[config.mk]
export PLATFORM = sky130hd
export DESIGN_NAME = ppsvc_ctrl
export DESIGN_NICKNAME = d
export VERILOG_FILES = /design/src/rtl/ppsvc_pkg.sv /design/src/rtl/ppsvc_thr_cmp.sv /design/src/rtl/ppsvc_dma_req.sv /design/src/rtl/ppsvc_irq.sv /design/src/rtl/ppsvc_ctrl.sv
export SDC_FILE = /design/constraint.sdc
export NUM_CORES = 1
export LEC_CHECK = 0
export BUFFER_PORTS_ARGS = -buffer_cell sky130_fd_sc_hd__clkbuf_2
export CAP_MARGIN = 20
export CORE_MARGIN = 3
export CORE_UTILIZATION = 32
export CTS_CLUSTER_DIAMETER = 100
export DETAILED_ROUTE_END_ITERATION = 16
export PLACE_DENSITY = 0.65
export SYNTH_ARGS = -nofsm -noshare
export SYNTH_HDL_FRONTEND = slang
export SYNTH_HIERARCHICAL = 1
export SYNTH_SLANG_ARGS = --single-unit
[constraint.sdc]
create_clock -name clk -period 2.2 [get_ports clk]
set_input_delay 0.44 -clock clk [delete_from_list [all_inputs] [get_ports clk]]
set_output_delay 0.44 -clock clk [all_outputs]
set_load 0.005 [all_outputs]
[src/rtl/ppsvc_pkg.sv]
// Package: shared types for the parallel-port FIFO service controller.
// Assumes: nothing beyond SystemVerilog 2017.
package ppsvc_pkg;

    // Transfer direction as seen from the FIFO.
    typedef enum logic {
        DIR_TO_FIFO = 1'b0,
        DIR_TO_HOST = 1'b1
    } xfer_dir_e;

endpackage

[src/rtl/ppsvc_thr_cmp.sv]
// Module: turns the threshold field into a threshold and compares it
// with the occupancy (to host) or the free space (to FIFO).
// Assumes: fifo_level never exceeds DEPTH.
module ppsvc_thr_cmp
    import ppsvc_pkg::*;
#(
    parameter int DEPTH = 16,
    localparam int LVL_W = $clog2(DEPTH + 1),
    localparam int THR_W = $clog2(DEPTH)
) (
    input  logic [THR_W-1:0] thr_field,
    input  xfer_dir_e        dir,
    input  logic [LVL_W-1:0] fifo_level,
    output logic             at_thr
);

    localparam logic [LVL_W-1:0] FULL = LVL_W'(DEPTH);

    logic [LVL_W-1:0] thr_eff;
    logic [LVL_W-1:0] measure;

    // Field + 1, except that the top code is clamped to DEPTH-1.
    always_comb begin
        if (thr_field == THR_W'(DEPTH - 1))
            thr_eff = LVL_W'(DEPTH - 1);
        else
            thr_eff = LVL_W'(thr_field) + LVL_W'(1);
    end

    // Pick the quantity that the direction makes relevant, then compare.
    always_comb begin
        measure = (dir == DIR_TO_HOST) ? fifo_level : (FULL - fifo_level);
        at_thr  = (measure >= thr_eff);
    end

endmodule

[src/rtl/ppsvc_dma_req.sv]
// Module: generates the DMA request. It limits the burst length, stops
// the request at terminal count, and holds a pending flag until the
// service-interrupt bit is seen set.
// Assumes: dma_tc is only meaningful together with dma_ack, and
// fifo_level reflects each served cycle by the next clock.
module ppsvc_dma_req
    import ppsvc_pkg::*;
#(
    parameter int DEPTH = 16,
    parameter int BURST_MAX = 32,
    localparam int LVL_W = $clog2(DEPTH + 1),
    localparam int CNT_W = $clog2(BURST_MAX + 1)
) (
    input  logic             clk,
    input  logic             rst_n,
    input  logic             dma_en,
    input  logic             svc_intr,
    input  xfer_dir_e        dir,
    input  logic [LVL_W-1:0] fifo_level,
    input  logic             dma_ack,
    input  logic             dma_tc,
    output logic             dma_req,
    output logic             tc_pend,
    output logic             tc_evt
);

    localparam logic [LVL_W-1:0] FULL = LVL_W'(DEPTH);
    localparam logic [CNT_W-1:0] LAST = CNT_W'(BURST_MAX - 1);

    logic             req_q;
    logic             pend_q;
    logic [CNT_W-1:0] run_q;
    logic             data_ok;
    logic             want;
    logic             served;

    // Data is available to move in the selected direction.
    always_comb begin
        data_ok = (dir == DIR_TO_HOST) ? (fifo_level != '0) : (fifo_level != FULL);
        want    = dma_en & ~svc_intr & ~pend_q & data_ok;
        served  = req_q & dma_ack;
        tc_evt  = served & dma_tc;
    end

    // Request register and length of the current run.
    always_ff @(posedge clk) begin
        if (!rst_n) begin
            req_q <= 1'b0;
            run_q <= '0;
        end else if (tc_evt || (served && run_q == LAST)) begin
            req_q <= 1'b0;
            run_q <= '0;
        end else begin
            req_q <= want;
            if (!want)
                run_q <= '0;
            else if (served)
                run_q <= run_q + CNT_W'(1);
        end
    end

    // Terminal-count pending flag, cleared once the register shows it set.
    always_ff @(posedge clk) begin
        if (!rst_n)
            pend_q <= 1'b0;
        else if (tc_evt)
            pend_q <= 1'b1;
        else if (svc_intr)
            pend_q <= 1'b0;
    end

    assign dma_req = req_q;
    assign tc_pend = pend_q;

endmodule

[src/rtl/ppsvc_irq.sv]
// Module: the interrupt. It combines the programmed I/O threshold
// interrupt with a latched terminal-count interrupt.
// Assumes: tc_evt is a single-cycle pulse.
module ppsvc_irq (
    input  logic clk,
    input  logic rst_n,
    input  logic dma_en,
    input  logic svc_intr,
    input  logic at_thr,
    input  logic tc_evt,
    output logic irq
);

    logic svc_q;
    logic tc_irq_q;
    logic pio_irq;

    // Keep the previous service-interrupt bit to detect when it is cleared.
    always_ff @(posedge clk) begin
        if (!rst_n)
            svc_q <= 1'b0;
        else
            svc_q <= svc_intr;
    end

    // Terminal-count interrupt: set on the event, cleared when the bit goes 1 -> 0.
    always_ff @(posedge clk) begin
        if (!rst_n)
            tc_irq_q <= 1'b0;
        else if (tc_evt)
            tc_irq_q <= 1'b1;
        else if (svc_q && !svc_intr)
            tc_irq_q <= 1'b0;
    end

    // Programmed I/O interrupt, only while both control bits are clear.
    always_comb begin
        pio_irq = ~dma_en & ~svc_intr & at_thr;
        irq     = pio_irq | tc_irq_q;
    end

endmodule

[src/rtl/ppsvc_ctrl.sv]
// Module: top of the parallel-port FIFO service request controller.
// It chooses between a DMA request and an interrupt to get the host
// to move FIFO data.
// Assumes: the register file sets its service-interrupt bit while
// svc_set is high.
module ppsvc_ctrl
    import ppsvc_pkg::*;
#(
    parameter int DEPTH = 16,
    parameter int BURST_MAX = 32,
    localparam int LVL_W = $clog2(DEPTH + 1),
    localparam int THR_W = $clog2(DEPTH)
) (
    input  logic             clk,
    input  logic             rst_n,
    input  logic             cfg_dma_en,
    input  logic             cfg_svc_intr,
    input  logic             cfg_to_host,
    input  logic [THR_W-1:0] cfg_thr,
    input  logic [LVL_W-1:0] fifo_level,
    output logic             dma_req,
    input  logic             dma_ack,
    input  logic             dma_tc,
    output logic             svc_set,
    output logic             svc_irq
);

    xfer_dir_e dir;
    logic      at_thr;
    logic      tc_evt;

    // Map the direction bit onto the shared enum.
    assign dir = xfer_dir_e'(cfg_to_host);

    ppsvc_thr_cmp #(.DEPTH(DEPTH)) u_thr (
        .thr_field (cfg_thr),
        .dir       (dir),
        .fifo_level(fifo_level),
        .at_thr    (at_thr)
    );

    ppsvc_dma_req #(.DEPTH(DEPTH), .BURST_MAX(BURST_MAX)) u_dma (
        .clk       (clk),
        .rst_n     (rst_n),
        .dma_en    (cfg_dma_en),
        .svc_intr  (cfg_svc_intr),
        .dir       (dir),
        .fifo_level(fifo_level),
        .dma_ack   (dma_ack),
        .dma_tc    (dma_tc),
        .dma_req   (dma_req),
        .tc_pend   (svc_set),
        .tc_evt    (tc_evt)
    );

    ppsvc_irq u_irq (
        .clk     (clk),
        .rst_n   (rst_n),
        .dma_en  (cfg_dma_en),
        .svc_intr(cfg_svc_intr),
        .at_thr  (at_thr),
        .tc_evt  (tc_evt),
        .irq     (svc_irq)
    );

endmodule

# == Word level (Yosys, flattened, before mapping) ==
# Index checks and enable logic that the tools add are counted.
# word_totals
word_cells,41
in_bits,16
regBits,10
# classes
addsub,3
muxes,7
n_reduce_logical,9
n_eq_ne,3
order_cmp,1
bitwise_logic,13
# op_table
op,n
$mux 5,2
$and 1x1->1,7
$add 6x1->6 const B,1
$eq 6x5->1 const B,1
$add 4x1->5 const B,1
$ge 5x5->1,1
$mux 1,5
$ne 5x5->1 const B,1
$not 1->1,5
$reduce_bool 5->1,1
$sub 5x5->5 const A,1
$eq 4x4->1 const B,1
$reduce_bool 2->1,2
$reduce_or 3->1,1
$logic_and 1x1->1,2
$reduce_or 2->1,1
$logic_not 1->1,1
$logic_or 1x1->1,1
$or 1x1->1,1

# == Depth between registers and ports, before layout ==
# Gate-level depths: netlist of run 1.
# depth
word_depth,6
depth_mapped,8
mapped_depth_nobuf,8

# == Modules after synthesis ==
# Netlist of run 1, hierarchy kept.
# modules_own_cells
mod,seq_area_each_um2,area_per_inst_um2,instances,cells_each
ppsvc_dma_req,160.2,394.1,1,42
ppsvc_thr_cmp,0.0,231.5,1,29
ppsvc_irq,40.0,72.6,1,8

# == Worst setup path after synthesis of run 1 ==
# No wires, ideal clock.
# synth_timing
kind,in2out
startpoint,in fifo_level[0]
endpoint,out svc_irq
path_slack_ps,-51
n_path_buf,0
t_required_ps,1760
t_arrival_ps,1811
cell_stages,7
cell_sequence,inv_1 -> ha_1 -> mux2_1 -> ha_1 -> a211oi_1 -> o211ai_2 -> a21o_1
# synth_via
elab_chain_len,5
# synth_lines
item,line,text
start: declaration,ppsvc_ctrl.sv:20,"input logic [LVL_W-1:0] fifo_level,"
$sub 5x5->5,ppsvc_thr_cmp.sv:32,measure = (dir == DIR_TO_HOST) ? fifo_level : (FULL - fifo_level);
$mux 5 *,ppsvc_thr_cmp.sv:32,
$ge 5x5->1 *,ppsvc_thr_cmp.sv:33,at_thr = (measure >= thr_eff);
net at_thr,ppsvc_ctrl.sv:29,logic at_thr;
$and 1x1->1 *,ppsvc_irq.sv:38,pio_irq = ~dma_en & ~svc_intr & at_thr;
$or 1x1->1 *,ppsvc_irq.sv:39,irq = pio_irq | tc_irq_q;
end: declaration,ppsvc_ctrl.sv:25,output logic svc_irq
# The timed path passes the listed nets; every way through them passes the cells marked *.

# == Final worst setup path of run 1 ==
# layout_timing
startpoint,in cfg_thr[1]
endpoint,out svc_irq
# layout_via
elab_chain_len,5
# layout_lines
item,line,text
start: declaration,ppsvc_ctrl.sv:19,"input logic [THR_W-1:0] cfg_thr,"
$add 4x1->5 / $eq 4x4->1 (equally long branches),"ppsvc_thr_cmp.sv:27, ppsvc_thr_cmp.sv:24",
$mux 5 *,ppsvc_thr_cmp.sv:24,if (thr_field == THR_W'(DEPTH - 1))
$ge 5x5->1 *,ppsvc_thr_cmp.sv:33,
net at_thr,ppsvc_ctrl.sv:29,
$and 1x1->1 *,ppsvc_irq.sv:38,
$or 1x1->1 *,ppsvc_irq.sv:39,
# Marked as above.

==> metrics.cfg, run 1 <==
[sta]
fin_ws_ns=-0.155
worstMarginPinSlew_ns=0.445
hold_viol=0
rsz0062_at_grt=true
relSlewSlack=0.701
setup_viol=1
finalCritPeriodShare=1.07
slew_violations=0
fmax_mhz=425
worst_clock_skew_ns=0.00270
holdWs_ns=0.398
fin_crit_ns=2.35

[setup_path]
critPathLaunchType=input port
crit_chain=clkbuf_2 -> ha_4 -> buf_4 -> nand2b_1 -> mux2i_1 -> ha_1 -> o21ai_1 -> o211ai_2 -> a21o_1 -> clkbuf_2
r2r_start=u_dma/run_q[1]
rr_endpoint=u_dma/run_q[3]
required_ns=1.76
r2r_cells=5
setup.worst_path.end_class=primary output
critPathKind=input port to primary output
cpPeakStageDelay_ns=0.26
regToRegSetupSlack_ns=0.72
cp.arrival_ns=1.91
crit_slowest_cell=ha_1
cp_common_cell=clkbuf_2
cp_max_fo=4

[hold_path]
worst_hold_path.num_cells=1
min_to=u_irq/tc_irq_q
worstHoldStart=u_irq/svc_q
hp-class=flip-flop to flip-flop

[grt]
grt_max_degree=8
grt_pass1_vias=614
grt_overflow_total=0
antenna_found_initial=0
grt_usage=0.116
grt_pass1_wl_mm=2.42

[cts]
h-tree-depth=1
cts.sinks=10
worst_skew_pair.late_latency_ns=0.26
clk_path_buf_depth=2
cts_root_buffer=clkbuf_4
tritoncts=done
cts_hold_buf=0
numCtsBuffers=3
clk_transition_reported_paths_ns=0.07

[detailed_routing]
dr.pass1.iters=4
route.vias.total=688
drt_iter0_drc=12
viasPerCell=5.13
post_drt_wl_per_cell_um=11.4
detail-route-antenna-nets=0
route.detailed.drc=0
drt-total-wl_mm=1.53

[pwr]
p_leak_nw=0.428
peakVddDrop_uv=321
power_density_nw_per_um2=433

[placement]
numPortBuffers=18
place_hpwl_mm=1.14
gp_congestion=0.732

[yosys]
synth_area_leader_cell=dfxtp_1
ys_ff_latch=10
postSynthNetCount=102
synth_area_leaders=dfxtp_1, ha_1, xor2_1, o21ai_0, a211oi_1
yosys_warnings=6
avgSynthCellArea_sq_um=8.84
yosysMostFrequentCell=dfxtp_1
ys_async_sr_fraction=0
netlist_top_cells_count=dfxtp_1, ha_1, inv_1, o21ai_0
synth_edf_count=0
ys.flop_type=dfxtp_1
synth.distinct_cells=27
synth_area_sq_um=698
synth_top_area_share=0.287
seq_area_frac_synth=0.287
postSynthCellCount=79

[die]
fp.dieH_um=52.7
die_x_um=52.7
rows=16
initial_utilization=0.345
die_area_sq_um=2780
ioPinCount=19
coreArea_sq_um=2020

[status]
status=finished with violations
failed_checks=setup timing

[finish]
drive_gt1_frac=0.430
nFillCells=196
area_delta_synth_final_pct=41.9
diodes=0
nets=132
final_core_util=0.490

[run]
drv_cap=0

-- critical path, delay by kind of cell --
family                   cells  cell delay (ns)
adder cells (fa/ha/maj)      2             0.44
multiplexers                 1             0.17
buffers and inverters        3             0.34
AND/OR/NAND/NOR              1             0.14
AO/OA/AOI/OAI                3             0.38
-- flip-flops by register name (all words and copies together) (netlist names) --
register and cells:
u_dma/tc_pend 1, u_dma/run_q 6, u_dma/dma_req 1, u_irq/svc_q 1, u_irq/tc_irq_q 1
-- layout make-up --
cell class | count | area [sq um] | share of cell area
Multi-Input combinational cell | 63 | 548 | 0.553
Sequential cell | 10 | 200 | 0.202
Clock buffer | 3 | 22.5 | 0.0227
Timing Repair Buffer | 25 | 159 | 0.160
Tap cell | 27 | 33.8 | 0.0341
Inverter | 6 | 27.5 | 0.0278
-- layout by cell type, fill, tap and decap left out, types with 4 or more instances in the layout --
cell type,instances
buf_4,7
clkbuf_2,16
dfxtp_1,10
ha_1,4
inv_1,4
nand3_1,4
nor2_1,5
nor3_1,4
o21ai_0,5
xor2_1,4
-- worst max-delay path by stage --
stage	cells past startpoint	slack, ns	to	startpoint
after floorplan	7	0.04	svc_irq	fifo_level[0]
after global placement	9	-0.18	svc_irq	fifo_level[0]
after detailed placement	9	-0.20	svc_irq	fifo_level[0]
after CTS	9	-0.13	svc_irq	fifo_level[1]
after global routing	10	-0.19	svc_irq	cfg_thr[1]
final	10	-0.15	svc_irq	cfg_thr[1]
-- metal layers --
metal,routed length (um),global-route usage,part of all wire,vias to the layer above
li1,-,-,-,348
met3,106,0.0427,0.069,2
met5,0,0,0,-
met2,777,0.196,0.51,21
met4,8,0.0255,0.0052,0
met1,639,0.139,0.42,317
-- kinds of logic (layout without fill, tap and decap cells) --
family / Yosys count / after routing / share of synthesized area
AO/OA/AOI/OAI: 16 / 16 / 0.172
adder cells (fa/ha/maj): 7 / 7 / 0.125
XOR/XNOR: 6 / 6 / 0.0753
buffers and inverters: 6 / 34 / 0.0323
AND/OR/NAND/NOR: 31 / 31 / 0.263
multiplexers: 3 / 3 / 0.0448
flip-flops: 10 / 10 / 0.287
-- power breakdown --
part           switching (mW)  total [mW]  internal [mW]
clock network          0.0640       0.127         0.0632
logic                  0.0532       0.117         0.0637
registers             0.00173       0.185          0.183
-- through the flow --
stage	std cells	TNS, ns	power [mW]	setup slack, ns	instance area (sq um)
final	134	-0.155	0.429	-0.155	991
after global placement	130	-0.185	0.285	-0.185	888
after global routing	134	-0.191	0.458	-0.191	991
after CTS	133	-0.126	0.421	-0.126	936
after detailed placement	130	-0.197	0.288	-0.197	888
after floorplan	79	0	0.246	0.0385	719
-- timing repair --
item,in CTS,in global routing
resized for setup,6,11
cloned,0,0
setup buffers,0,1
pin swaps,5,7
endpoints found under the setup margin,1,1
No activity file was read; power rests on OpenSTA's default activity.
==> run 2, diff against run 1 <==
--- a/config.mk
+++ b/config.mk
@@ -8,11 +8,10 @@
 export BUFFER_PORTS_ARGS = -buffer_cell sky130_fd_sc_hd__clkbuf_2
 export CAP_MARGIN = 20
 export CORE_MARGIN = 3
-export CORE_UTILIZATION = 32
+export CORE_UTILIZATION = 36
 export CTS_CLUSTER_DIAMETER = 100
 export DETAILED_ROUTE_END_ITERATION = 16
-export PLACE_DENSITY = 0.65
+export PLACE_DENSITY = 0.7
 export SYNTH_ARGS = -nofsm -noshare
 export SYNTH_HDL_FRONTEND = slang
-export SYNTH_HIERARCHICAL = 1
 export SYNTH_SLANG_ARGS = --single-unit
==> run 2 against run 1 <==
The flow still finishes with violations (setup timing). Sequential share of layout area shrank 0.50 points. Largest power group unchanged. Cell count decreased by 2.2%. Critical path type unchanged. Fmax up 2.5%. Via count down 8.0%. Total power rose by 9.0%. Critical endpoint unchanged.
==> metrics.cfg, run 2 <==
[status]
status=finished with violations  ; unchanged
failed_checks=setup timing  ; unchanged

[sta]
relSlewSlack=0.744  ; was 0.701
finalCritPeriodShare=1.04  ; was 1.07
fin_crit_ns=2.30  ; was 2.35 ns
hold_viol=0  ; unchanged
tns_ns=-0.0974  ; was -0.155 ns
fmax_mhz=435  ; was 425 MHz
slew_violations=0  ; unchanged
worstMarginPinSlew_ns=0.384  ; was 0.445 ns
worst_clock_skew_ns=0.00465  ; was 0.00270 ns
fin_ws_ns=-0.0974  ; was -0.155 ns
rsz0062_at_grt=true  ; unchanged
setup_viol=1  ; unchanged

[placement]
numPortBuffers=18  ; unchanged
place_ws_ns=-0.253  ; was -0.197 ns
place_hpwl_mm=1.08  ; was 1.14 mm
dp.cells=126  ; was 130
placed_area_sq_um=871  ; was 888 sq um
gp_congestion=0.754  ; was 0.732

[setup_path]
required_ns=1.76  ; about the same
critPathLaunchType=input port  ; unchanged
setup.worst_path.end_class=primary output  ; unchanged
cp_max_fo=2  ; was 4
crit_chain=buf_8 -> inv_6 -> ha_4 -> mux2_4 -> ha_4 -> a211oi_2 -> o21ai_1 -> a21o_1 -> clkbuf_2  ; was clkbuf_2 -> ha_4 -> buf_4 -> nand2b_1 -> mux2i_1 -> ha_1 -> o21ai_1 -> o211ai_2 -> a21o_1 -> clkbuf_2
cp_common_cell=ha_4  ; was clkbuf_2
cpPeakStageDelay_ns=0.29  ; was 0.26 ns
critPathKind=input port to primary output  ; unchanged
cp.arrival_ns=1.86  ; was 1.91 ns
crit_slowest_cell=mux2_4  ; was ha_1

[yosys]
postSynthCellCount=77  ; was 79
synth_area_leader_cell=dfxtp_1  ; unchanged
synth_top_area_share=0.283  ; was 0.287
synth.distinct_cells=26  ; was 27
yosys_warnings=0  ; was 6
yosysMostFrequentCell=nor2_1  ; was dfxtp_1
avgSynthCellArea_sq_um=9.20  ; was 8.84 sq um
synth_area_sq_um=708  ; was 698 sq um
ys.flop_type=dfxtp_1  ; unchanged
synth_edf_count=0  ; unchanged
ys_async_sr_fraction=0  ; unchanged
synth_area_leaders=dfxtp_1, ha_1, xor2_1, nor2_1, a2111oi_4  ; was dfxtp_1, ha_1, xor2_1, o21ai_0, a211oi_1
netlist_top_cells_count=nor2_1, dfxtp_1, ha_1  ; was dfxtp_1, ha_1, inv_1, o21ai_0
seq_area_frac_synth=0.283  ; was 0.287
postSynthNetCount=102  ; unchanged
ys_ff_latch=10  ; unchanged

[grt]
grt_max_degree=9  ; was 8
grt_usage=0.131  ; was 0.116
grt_pass1_vias=626  ; was 614
antenna_found_initial=0  ; unchanged
grt_overflow_total=0  ; unchanged
grt_pass1_wl_mm=2.55  ; was 2.42 mm

[finish]
diodes=0  ; unchanged
area_delta_synth_final_pct=43.5  ; was 41.9%
layout_commonest_cell=clkbuf_2  ; unchanged
finalNonFillerCells=131  ; was 134
nets=132  ; unchanged
drive_gt1_frac=0.443  ; was 0.430
layout_common_cells=clkbuf_2, nor2_1, dfxtp_1  ; was clkbuf_2, dfxtp_1, buf_4
largest-register=u_dma.run_q  ; was u_dma/run_q
design_area_sq_um=1020  ; was 991 sq um
largest_reg_flops=6  ; unchanged

[detailed_routing]
viasPerCell=4.83  ; was 5.13
dr.pass1.iters=2  ; was 4
post_drt_wl_per_cell_um=12.1  ; was 11.4 um
route.detailed.drc=0  ; unchanged
drt_iter0_drc=1  ; was 12
drt-total-wl_mm=1.58  ; was 1.53 mm
detail-route-antenna-nets=0  ; unchanged
route.vias.total=633  ; was 688

[cts]
clk_transition_reported_paths_ns=0.07  ; about the same
clk_path_buf_depth=2  ; unchanged
numCtsBuffers=3  ; unchanged
h-tree-depth=1  ; unchanged
cts.sinks=10  ; unchanged
tritoncts=done  ; unchanged
cts_root_buffer=clkbuf_4  ; unchanged
worst_skew_pair.late_latency_ns=0.26  ; about the same

[pwr]
power_mw=0.468  ; was 0.429 mW
power_density_nw_per_um2=461  ; was 433 nW/um^2
p_leak_nw=0.443  ; was 0.428 nW
peakVddDrop_uv=415  ; was 321 uV

[die]
initial_utilization=0.397  ; was 0.345
die_x_um=50.4  ; was 52.7 um
rows=15  ; was 16
coreArea_sq_um=1780  ; was 2020 sq um
die_area_sq_um=2540  ; was 2780 sq um
fp.dieH_um=50.4  ; was 52.7 um
ioPinCount=19  ; unchanged

[run]
drv_cap=0  ; unchanged

[hold_path]
hp-class=input port to flip-flop  ; was flip-flop to flip-flop

## run 2: final cells by class
cell class | count | area (sq um)
Fill cell | 144 | 767
Multi-Input combinational cell | 60 | 554
Sequential cell | 10 | 200
Timing Repair Buffer | 26 | 166
Inverter | 6 | 27.5
Tap cell | 25 | 31.3
Clock buffer | 4 | 36.3
## run 2: repair_timing
item                       in CTS  in global routing
pin swaps                       5                  7
buffers inserted                0                  1
hold buffers                    0                  0
gates cloned                    0                  0
setup endpoints to repair       1                  1
resized for setup               5                 17
## run 2: layer usage
| metal | up-vias | track usage | wire length [um] |
|---|---|---|---|
| li1 | 329 | - | - |
| met1 | 287 | 0.124 | 625 |
| met2 | 13 | 0.254 | 862 |
| met3 | 4 | 0.0504 | 77 |
| met4 | 0 | 0.0404 | 17 |
| met5 | - | 0 | 0 |
## run 2: critical path, delay by kind of cell
family | cells | cell delay (ns)
buffers and inverters | 3 | 0.25
AOI/OAI and AO/OA | 3 | 0.44
muxes | 1 | 0.29
adders and majority gates | 2 | 0.43
## run 2: final timing paths
path / startpoint / endpoint / slack (ns) / cells after the start
worst min register to register: u_irq.tc_irq_q / u_irq.tc_irq_q / 0.50 / 2
worst max-delay path: fifo_level[0] / svc_irq / -0.1 / 9
worst max register to register: u_dma.run_q[0] / u_dma.run_q[2] / 0.78 / 4
worst min-delay path: rst_n / u_irq.svc_q / 0.42 / 2
## run 2: cells by family after synthesis
family          count (synthesis)  share of synthesized area
simple gates                   28                      0.198
fa+ha+maj                       9                      0.159
flops                          10                      0.283
xor+xnor                        7                     0.0866
mux                             4                     0.0601
buf+inv                         7                     0.0477
compound gates                 12                      0.166
## run 2: power breakdown
group / leakage (nW) / total, mW / switching [mW] / internal, mW
combinational: 0.341 / 0.120 / 0.0539 / 0.0657
sequential: 0.0810 / 0.185 / 0.00128 / 0.183
clock: 0.0210 / 0.164 / 0.0632 / 0.100
total: 0.443 / 0.468 / 0.118 / 0.350
## run 2: metrics by stage
stage	util	hold slack, ns
floorplan	-	0.457
global placement	0.488	0.484
detailed placement	0.488	0.501
CTS	0.524	0.412
global route	0.570	0.424
finish	0.570	0.417
